`src/rtl/oe_pkg.sv`:
```
package oe_pkg;

    localparam int BYTE_BITS = 8;

    typedef enum logic [1:0] {
        S_IDLE,
        S_RX,
        S_ACK,
        S_SKIP
    } bus_state_t;

    typedef enum logic [2:0] {
        PH_ADDR,
        PH_CMD,
        PH_CNT,
        PH_DATA0,
        PH_DATA1,
        PH_EXTRA
    } phase_t;

endpackage

```
`src/rtl/line_sync.sv`:
```
module line_sync #(
    parameter int   STAGES  = 2,
    parameter logic RST_VAL = 1'b1
) (
    input  logic clk,
    input  logic rst_n,
    input  logic din,
    output logic q,
    output logic rise,
    output logic fall
);
    logic [STAGES-1:0] chain;
    logic              last;

    always_ff @(posedge clk or negedge rst_n) begin
        if (!rst_n) begin
            chain <= {STAGES{RST_VAL}};
            last  <= RST_VAL;
        end else begin
            chain <= {chain[STAGES-2:0], din};
            last  <= chain[STAGES-1];
        end
    end

    assign q    = chain[STAGES-1];
    assign rise = q & ~last;
    assign fall = ~q & last;
endmodule

```
`src/rtl/bus_seq.sv`:
```
module bus_seq
    import oe_pkg::*;
#(
    parameter logic [6:0] DEV_ADDR = 7'h69
) (
    input  logic                 clk,
    input  logic                 rst_n,
    input  logic                 scl_rise,
    input  logic                 scl_fall,
    input  logic                 sda_bit,
    input  logic                 start_det,
    input  logic                 stop_det,
    output logic                 sda_pull,
    output logic                 wr_en,
    output logic                 wr_hi,
    output logic [BYTE_BITS-1:0] wr_data
);
    localparam int               CNT_W = $clog2(BYTE_BITS + 1);
    localparam logic [CNT_W-1:0] FULL  = CNT_W'(BYTE_BITS);

    bus_state_t           state, state_n;
    phase_t               phase, phase_n;
    logic [CNT_W-1:0]     bit_cnt, cnt_n;
    logic [BYTE_BITS-1:0] shreg, sh_n;
    logic                 addr_hit;
    logic                 byte_end;

    function automatic phase_t step_phase(input phase_t p);
        unique case (p)
            PH_ADDR:  return PH_CMD;
            PH_CMD:   return PH_CNT;
            PH_CNT:   return PH_DATA0;
            PH_DATA0: return PH_DATA1;
            default:  return PH_EXTRA;
        endcase
    endfunction

    assign addr_hit = (shreg == {DEV_ADDR, 1'b0});
    assign byte_end = (state == S_RX) && scl_fall && (bit_cnt == FULL);

    // state register
    always_ff @(posedge clk or negedge rst_n) begin
        if (!rst_n) begin
            state   <= S_IDLE;
            phase   <= PH_ADDR;
            bit_cnt <= '0;
            shreg   <= '0;
        end else begin
            state   <= state_n;
            phase   <= phase_n;
            bit_cnt <= cnt_n;
            shreg   <= sh_n;
        end
    end

    // next state
    always_comb begin
        state_n = state;
        phase_n = phase;
        cnt_n   = bit_cnt;
        sh_n    = shreg;
        if (start_det) begin
            state_n = S_RX;
            phase_n = PH_ADDR;
            cnt_n   = '0;
        end else if (stop_det) begin
            state_n = S_IDLE;
            phase_n = PH_ADDR;
            cnt_n   = '0;
        end else begin
            unique case (state)
                S_IDLE: ;
                S_SKIP: ;
                S_RX: begin
                    if (scl_rise && bit_cnt != FULL) begin
                        sh_n  = {shreg[BYTE_BITS-2:0], sda_bit};
                        cnt_n = bit_cnt + 1'b1;
                    end else if (byte_end) begin
                        if (phase == PH_ADDR && !addr_hit)
                            state_n = S_SKIP;
                        else
                            state_n = S_ACK;
                    end
                end
                S_ACK: begin
                    if (scl_fall) begin
                        state_n = S_RX;
                        cnt_n   = '0;
                        phase_n = step_phase(phase);
                    end
                end
                default: state_n = S_IDLE;
            endcase
        end
    end

    // outputs
    always_comb begin
        sda_pull = (state == S_ACK);
        wr_en    = byte_end && !start_det && !stop_det &&
                   (phase == PH_DATA0 || phase == PH_DATA1);
        wr_hi    = (phase == PH_DATA1);
        wr_data  = shreg;
    end

    assert_ack_after_full_byte_R2: assert property (@(posedge clk) disable iff (!rst_n)
        (state == S_ACK && $past(state) != S_ACK) |-> ($past(bit_cnt) == FULL));

    assert_skip_leaves_on_condition_R3: assert property (@(posedge clk) disable iff (!rst_n)
        ($past(state) == S_SKIP && state != S_SKIP) |-> $past(start_det || stop_det));

    assert_start_rearms_R8: assert property (@(posedge clk) disable iff (!rst_n)
        start_det |=> (state == S_RX && phase == PH_ADDR && bit_cnt == '0));

    assert_stop_idles_R9: assert property (@(posedge clk) disable iff (!rst_n)
        stop_det |=> (state == S_IDLE && !sda_pull));
endmodule

```
`src/rtl/oe_regfile.sv`:
```
module oe_regfile
    import oe_pkg::*;
#(
    parameter int NUM_PAIRS = 10
) (
    input  logic                 clk,
    input  logic                 rst_n,
    input  logic                 wr_en,
    input  logic                 wr_hi,
    input  logic [BYTE_BITS-1:0] wr_data,
    output logic [NUM_PAIRS-1:0] pair_en
);
    localparam int NUM_REGS = 2;

    function automatic logic [BYTE_BITS-1:0] pwr_val(input int r);
        logic [BYTE_BITS-1:0] v;
        v = '0;
        for (int b = 0; b < BYTE_BITS; b++)
            if (r * BYTE_BITS + b < NUM_PAIRS) v[BYTE_BITS-1-b] = 1'b1;
        return v;
    endfunction

    logic [BYTE_BITS-1:0] regs [NUM_REGS];

    generate
        for (genvar r = 0; r < NUM_REGS; r++) begin : g_reg
            always_ff @(posedge clk or negedge rst_n) begin
                if (!rst_n)
                    regs[r] <= pwr_val(r);
                else if (wr_en && (wr_hi == (r == 1)))
                    regs[r] <= wr_data;
            end
        end
        for (genvar i = 0; i < NUM_PAIRS; i++) begin : g_map
            assign pair_en[i] = regs[i / BYTE_BITS][BYTE_BITS-1-(i % BYTE_BITS)];
        end
    endgenerate

    assert_pwr_defaults_R1: assert property (@(posedge clk) disable iff (!rst_n)
        $rose(rst_n) |-> (pair_en == {NUM_PAIRS{1'b1}} && regs[1] == pwr_val(1)));

    assert_high_stored_as_written_R5: assert property (@(posedge clk) disable iff (!rst_n)
        (wr_en && wr_hi) |=> (regs[1] == $past(wr_data)));
endmodule

```
`src/rtl/oe_ctrl_slave.sv`:
```
module oe_ctrl_slave
    import oe_pkg::*;
#(
    parameter logic [6:0] DEV_ADDR    = 7'h69,
    parameter int         NUM_PAIRS   = 10,
    parameter int         SYNC_STAGES = 2
) (
    input  logic                 clk,
    input  logic                 rst_n,
    input  logic                 scl_in,
    input  logic                 sda_in,
    output logic                 sda_pull,
    output logic [NUM_PAIRS-1:0] pair_en
);
    logic scl_s, scl_rise, scl_fall;
    logic sda_s, sda_rise, sda_fall;
    logic start_det, stop_det;
    logic wr_en, wr_hi;
    logic [BYTE_BITS-1:0] wr_data;

    line_sync #(.STAGES(SYNC_STAGES), .RST_VAL(1'b1)) u_scl (
        .clk(clk), .rst_n(rst_n), .din(scl_in),
        .q(scl_s), .rise(scl_rise), .fall(scl_fall)
    );

    line_sync #(.STAGES(SYNC_STAGES), .RST_VAL(1'b1)) u_sda (
        .clk(clk), .rst_n(rst_n), .din(sda_in),
        .q(sda_s), .rise(sda_rise), .fall(sda_fall)
    );

    assign start_det = scl_s & sda_fall;
    assign stop_det  = scl_s & sda_rise;

    bus_seq #(.DEV_ADDR(DEV_ADDR)) u_seq (
        .clk(clk), .rst_n(rst_n),
        .scl_rise(scl_rise), .scl_fall(scl_fall), .sda_bit(sda_s),
        .start_det(start_det), .stop_det(stop_det),
        .sda_pull(sda_pull), .wr_en(wr_en), .wr_hi(wr_hi), .wr_data(wr_data)
    );

    oe_regfile #(.NUM_PAIRS(NUM_PAIRS)) u_regs (
        .clk(clk), .rst_n(rst_n),
        .wr_en(wr_en), .wr_hi(wr_hi), .wr_data(wr_data),
        .pair_en(pair_en)
    );

    assert_pull_moves_scl_low_R10: assert property (@(posedge clk) disable iff (!rst_n)
        (sda_pull != $past(sda_pull)) |-> !scl_s);

    assert_en_moves_with_ack_R4: assert property (@(posedge clk) disable iff (!rst_n)
        (pair_en != $past(pair_en)) |-> (sda_pull && !$past(sda_pull)));
endmodule

```
`config.mk`:
```
export PLATFORM = sky130hd
export DESIGN_NAME = oe_ctrl_slave
export DESIGN_NICKNAME = d
export VERILOG_FILES = /design/src/rtl/oe_pkg.sv /design/src/rtl/line_sync.sv /design/src/rtl/bus_seq.sv /design/src/rtl/oe_regfile.sv /design/src/rtl/oe_ctrl_slave.sv
export SDC_FILE = /design/constraint.sdc
export NUM_CORES = 1
export LEC_CHECK = 0
export CAP_MARGIN = 25
export CORE_MARGIN = 5
export CORE_UTILIZATION = 50
export DETAILED_ROUTE_END_ITERATION = 8
export PLACE_DENSITY = 0.79
export SLEW_MARGIN = 10
export SYNTH_ARGS = -nofsm -noshare
export SYNTH_HDL_FRONTEND = slang
export SYNTH_SLANG_ARGS = --single-unit
```
`constraint.sdc`:
```
create_clock -name clk -period 1.8 [get_ports clk]
set_input_delay 0.36 -clock clk [delete_from_list [all_inputs] [get_ports clk]]
set_output_delay 0.36 -clock clk [all_outputs]
set_load 0.005 [all_outputs]
```
==> results.toml, run 1 <==
[cells_and_area]
area_growth_pct = 35.3
regArea_um2 = 846
final_util_pct = 71.8
layout.nets = 161
final_layout_size_suffix_gt1_share_pct = 49.4
multiInputGateArea_um2 = 732
layout.cells.non_filler = 185
diodes = 0
nFillCells = 188

[clock_tree]
insertion_delay_ns = 0.32
root_buffer = "clkbuf_4"
clk_pin_slew_ns = 0.10
ctsHoldBuffers = 0
cts_tree = "yes"
ctsHtreeMaxLevel = 2
cts_buffers = 5
clock-sinks = 33
cts_buffer_depth = 2

[timing]
fmax_mhz = 552
setup_viol = 8
hold_viol = 0
worst_slack_ns = -0.0110
finalMaxSlewViolations = 0
hold_ws_ns = 0.360
rsz0062_at_grt = "true"
slew_headroom_pct = 74.0
clock_skew_ns = 0.00666
period_share_pct = 101
tightest_slew_ns = 0.390
fin_crit_ns = 1.81

[synthesis]
synth_top_area_share_pct = 28.3
ys.warnings.count = 0
syn_nets = 123
synth_compound_area_share_pct = 6.92
synth_most_common_cell = "mux2_2"
synthAdderAreaFrac_pct = 3.33
synth_edf_count = 0
synthMuxAreaShare_pct = 15.7
async_flop_share_pct = 100
syn_inst = 115
post_synth.cell_area_avg_um2 = 13.1
ys.flop_type = "dfrtp_1"
syn_area_um2 = 1500
yosysUniqueCellTypes = 34
synth_simple_gate_area_share_pct = 13.7
synth.yosys.seq_area_share_pct = 56.3
ys_top_cells_by_count = "mux2_2 (20), dfrtp_1 (17), dfstp_2 (16)"
synthTopCellsByArea = "dfrtp_1 (28%), dfstp_2 (28%), mux2_2 (15%)"
synth_top_family_by_area = "multiplexers"
synth.largest_area_cell = "dfrtp_1"
ys_seq_elements = 33
synth-xor-area-share_pct = 1.17

[worst_setup_path]
cpMaxStageDelayCell = "dfrtp_1"
crit_path_end_kind = "flop"
critPathMaxFanout = 8
cp.depth = 7
crit_chain = "inv_2, ha_4, nand3b_1, or3_4, nor3_4, buf_12, mux2_4"
critical_path_class = "reg2reg"
cpPeakStageDelay_ns = 0.41
worst_ep_arrival_time_ns = 2.07
cp-start-kind = "flop"
worst-r2r-setup-slack_ns = -0.01
timing.rr.start = "u_seq.bit_cnt[1]$_DFFE_PN0P_"
regToRegEndpoint = "u_regs.pair_en[7]$_DFFE_PN1P_"
required_ns = 2.05
critPathBufInv = 2
worstRegToRegCells = 7
critPathTopFamily = "simple AND/OR/NAND/NOR gates"

[placed_design]
finalWeightedCongestion = 0.821
pre_cts_ws_ns = -0.0559
place_inst = 170
io_buffer_count = 14
dp_hpwl_mm = 1.88

[route]
wl_met3_um = 92
ant_nets = 0
wl_per_cell_um = 17.0
drtPass1Iterations = 6
met2RoutedLength_mm = 1.71
routed_wl_mm = 3.15
vias = 1017
dr.max_layer_used = "met4"
routed_via_density = 5.50
wl_met1_mm = 1.33
drt_iter0_drc = 33
drc = 0

[run_status]
status = "finished with violations"
violations = "negative setup slack"

[pwr]
p_per_area_nw_per_um2 = 1270
vdd_drop_max_mv = 0.738
leakagePower_nw = 0.873

[grt]
grt_max_degree = 34
grt.total_usage_pct = 15.3
grt_antenna_before_repair = 0
grt_pass1_vias = 1060
grt_pass1_wl_mm = 4.91
grt_overflow = 0

[worst_hold_path]
min_path_type = "reg2reg"
min_path_cells = 0
min_to = "u_scl.chain[1]$_DFF_PN1_"
hold_start = "u_scl.chain[0]$_DFF_PN1_"

[floorplan]
initial_core_util_pct = 53.1
ios = 15
die_x_um = 64.8
row_count = 19
core_um2 = 2830
die_y_um = 64.8
die_area_um2 = 4200

[flow_run]
drv_cap = 0
## metrics by stage
| stage | setup TNS [ns] | power, W | instance area (µm²) |
|---|---|---|---|
| 4_1_cts | -0.0566 | 0.00240 | 1950 |
| 5_1_grt | -0.699 | 0.00274 | 2030 |
| 3_3_place_gp | 0 | 0.00168 | 1770 |
| 6_report | -0.0329 | 0.00257 | 2030 |
| 3_5_place_dp | -0.124 | 0.00173 | 1770 |
| 2_1_floorplan | -0.428 | 0.00146 | 1500 |
## what timing repair did
action	CTS	global route
buffers inserted	3	4
gates resized for setup	19	14
endpoints found under the setup margin	12	20
pin swaps	1	6
## where the power goes
group / total (W) / internal, W / switching [W] / leakage, nW
Sequential: 0.00103 / 0.000875 / 0.000150 / 0.389
Clock: 0.000574 / 0.000332 / 0.000242 / 0.0455
Combinational: 0.000973 / 0.000531 / 0.000442 / 0.439
Total: 0.00257 / 0.00174 / 0.000835 / 0.873
## cells by family (layout without fill, tap and decap cells)
group                      Yosys count  after routing
AOI/OAI and AO/OA                   16             16
xor gates and xnor gates             2              2
adders and majority gates            4              4
buffers and inverters               11             50
DFF                                 33             33
muxes                               21             21
and+or+nand+nor                     28             28
## registers in the layout, indices dropped and copies added, names as in the netlist
register,flops
u_seq.wr_data,8
u_sda.chain,2
u_seq.state,2
u_seq.bit_cnt,4
u_scl.chain,2
u_regs.pair_en,10
u_seq.phase,3
u_sda.last,1
u_scl.last,1
## cell type report
type | instances | share of cell area [%]
multi-input cells | 71 | 36.0
flip-flops and latches | 33 | 41.7
well taps | 31 | 1.91
clock buffers | 7 | 2.71
inverters | 10 | 1.85
repair buffers | 32 | 14.4
clock inverters | 1 | 1.48
## worst max path at each step
stage                                       from                             to  slack [ns]
floorplan               u_sda.chain[1]$_DFF_PN1_   u_seq.wr_data[0]$_DFFE_PN0P_       -0.05
global placement      u_seq.state[1]$_DFFE_PN0P_  u_regs.pair_en[9]$_DFFE_PN1P_        0.03
detailed placement    u_seq.state[1]$_DFFE_PN0P_  u_regs.pair_en[8]$_DFFE_PN1P_       -0.06
CTS                   u_seq.state[1]$_DFFE_PN0P_  u_regs.pair_en[8]$_DFFE_PN1P_       -0.03
global route        u_seq.bit_cnt[1]$_DFFE_PN0P_  u_regs.pair_en[7]$_DFFE_PN1P_       -0.06
finish              u_seq.bit_cnt[1]$_DFFE_PN0P_  u_regs.pair_en[7]$_DFFE_PN1P_       -0.01
## cell usage in the layout (no fill, tap or decap), types with 2 or more instances in the layout
| master | instances |
|---|---|
| nand3b_1 | 2 |
| inv_1 | 6 |
| nor4b_4 | 2 |
| ha_4 | 2 |
| nor2b_1 | 2 |
| nor2_1 | 4 |
| inv_2 | 4 |
| a31oi_1 | 2 |
| o221ai_1 | 2 |
| nand2b_1 | 3 |
| dfrtp_1 | 17 |
| clkdlybuf4s50_1 | 13 |
| buf_4 | 16 |
| clkbuf_4 | 5 |
| o22ai_1 | 2 |
| o21ai_0 | 2 |
| dfstp_2 | 16 |
| mux2_2 | 2 |
| nand2_1 | 5 |
| mux2_4 | 18 |
| a21oi_1 | 4 |
## per-layer routing
metal  vias up  track usage (%)
met2        16             24.9
met1       515             18.7
li1        484                -
met4         0             7.39
met3         2             4.15
met5         -                0
Note: power is estimated with default switching activity, not from simulation.
==> run 2: changes to the inputs <==
SKIP_LAST_GASP = 1   (was not set)
==> results.toml, run 2 (synthesis results as in run 1) <==
[run_status]
status = "finished with violations"
violations = "negative setup slack"

[grt]
grt_pass1_wl_mm = 4.91
grt_max_degree = 34
grt_antenna_before_repair = 0
grt_pass1_vias = 1060
grt_overflow = 0
grt.total_usage_pct = 15.3

[cells_and_area]
final_cell_mix = "mux2_4 (18), buf_4 (17), dfrtp_1 (17)"
layout.nets = 162
largest_reg_flops = 10
area_growth_pct = 35.7
final_common_cell = "mux2_4"
final_layout_size_suffix_gt1_share_pct = 49.7
diodes = 0
layout.cells.non_filler = 186

[placed_design]
dp_hpwl_mm = 1.88
io_buffer_count = 14
place_inst = 170
finalWeightedCongestion = 0.821

[pwr]
p_per_area_nw_per_um2 = 1270
power_w = 0.00260
leakagePower_nw = 0.878
vdd_drop_max_mv = 0.741

[worst_setup_path]
critical_path_class = "reg2out"
worst_ep_arrival_time_ns = 1.46
required_ns = 1.44
timing.rr.start = "u_seq.bit_cnt[0]$_DFFE_PN0P_"
crit_path_end_kind = "primary output"
crit_path_start = "u_seq.state[0]$_DFFE_PN0P_"
critPathMaxFanout = 3
cp-start-kind = "flop"

[timing]
tightest_slew_ns = 0.396
fmax_mhz = 548
setup-tns-final_ns = -0.182
finalMaxSlewViolations = 0
hold_viol = 0
worst_slack_ns = -0.0233
rsz0062_at_grt = "true"
period_share_pct = 101
fin_crit_ns = 1.82
slew_headroom_pct = 73.6
clock_skew_ns = 0.00852
setup_viol = 11

[floorplan]
row_count = 19
die_area_um2 = 4200
die_x_um = 64.8
core_um2 = 2830
die_y_um = 64.8
ios = 15
initial_core_util_pct = 53.1

[route]
wl_per_cell_um = 17.4
wl_met1_mm = 1.37
met2RoutedLength_mm = 1.74
wl_met3_um = 91
routed_via_density = 5.59
drc = 0
dr.max_layer_used = "met4"
ant_nets = 0
drtPass1Iterations = 4
drt_iter0_drc = 30
vias = 1039
routed_wl_mm = 3.24

[clock_tree]
cts_buffers = 5
cts_tree = "yes"
clk_pin_slew_ns = 0.10
clock-sinks = 33
ctsHtreeMaxLevel = 2
insertion_delay_ns = 0.33
ctsHoldBuffers = 0
cts_buffer_depth = 2
root_buffer = "clkbuf_4"

[flow_run]
drv_cap = 0

[worst_hold_path]
hold_start = "u_scl.chain[0]$_DFF_PN1_"
min_path_type = "reg2reg"
-- run 2: cell count changes in the layout (fill, tap and decap cells not counted), sizes merged --
cell | previous run | this run
clkdlybuf4s50 | 13 | 14
clkdlybuf4s15 | 1 | 0
buf | 18 | 19
-- run 2: worst max-delay path: stages (launching register included) --
cell and delay [ns]:
dfrtp_1 0.42, inv_2 0.08, ha_4 0.14, clkdlybuf4s50_1 0.49
-- run 2: stage by stage --
| stage | instance area (µm²) | hold WS, ns | setup slack [ns] | utilization, % |
|---|---|---|---|---|
| final | 2040 | 0.360 | -0.0233 | 72.0 |
| after global routing | 2040 | 0.365 | -0.0752 | 72.0 |
| after CTS | 1940 | 0.362 | -0.0599 | 68.7 |
| after detailed placement | 1770 | 0.348 | -0.0559 | 62.7 |
| after global placement | 1770 | 0.346 | 0.0300 | 62.7 |
| after floorplan | 1500 | 0.0644 | -0.0535 | - |
-- run 2: final cells by class --
class / instances / area, µm²
clock buffer: 7 / 55.1
clock inverter: 1 / 30.0
fill: 185 / 791
inverter: 10 / 37.5
multi-input combinational: 71 / 732
sequential: 33 / 846
tap: 31 / 38.8
timing repair buffer: 33 / 299
-- run 2: repair_timing --
| item | CTS | global route |
|---|---|---|
| resized for setup | 17 | 14 |
| pin swaps | 1 | 7 |
| cloned | 0 | 0 |
| buffers inserted | 3 | 5 |
| setup endpoints to repair | 12 | 21 |
-- run 2: path summary, 6_finish.rpt --
kind	endpoint	slack (ns)	cells past startpoint
max in group asynchronous	u_regs.pair_en[7]$_DFFE_PN1P_	1.06	2
min in group asynchronous	u_seq.bit_cnt[0]$_DFFE_PN0P_	0.41	2
worst max register to register	u_regs.pair_en[7]$_DFFE_PN1P_	-0.02	7
worst min-delay path	u_scl.chain[1]$_DFF_PN1_	0.36	0
worst max-delay path	sda_pull	-0.02	3
worst min register to register	u_scl.chain[1]$_DFF_PN1_	0.36	0
-- run 2: layer usage --
metal	vias up	global-route usage [%]
met3	4	4.15
met5	-	0
met1	535	18.7
li1	483	-
met2	17	24.9
met4	0	7.39
-- run 2: where the power goes --
group / internal (W) / leakage [nW] / switching [W]
sequential: 0.000875 / 0.389 / 0.000153
combinational: 0.000546 / 0.444 / 0.000444
clock: 0.000332 / 0.0455 / 0.000246
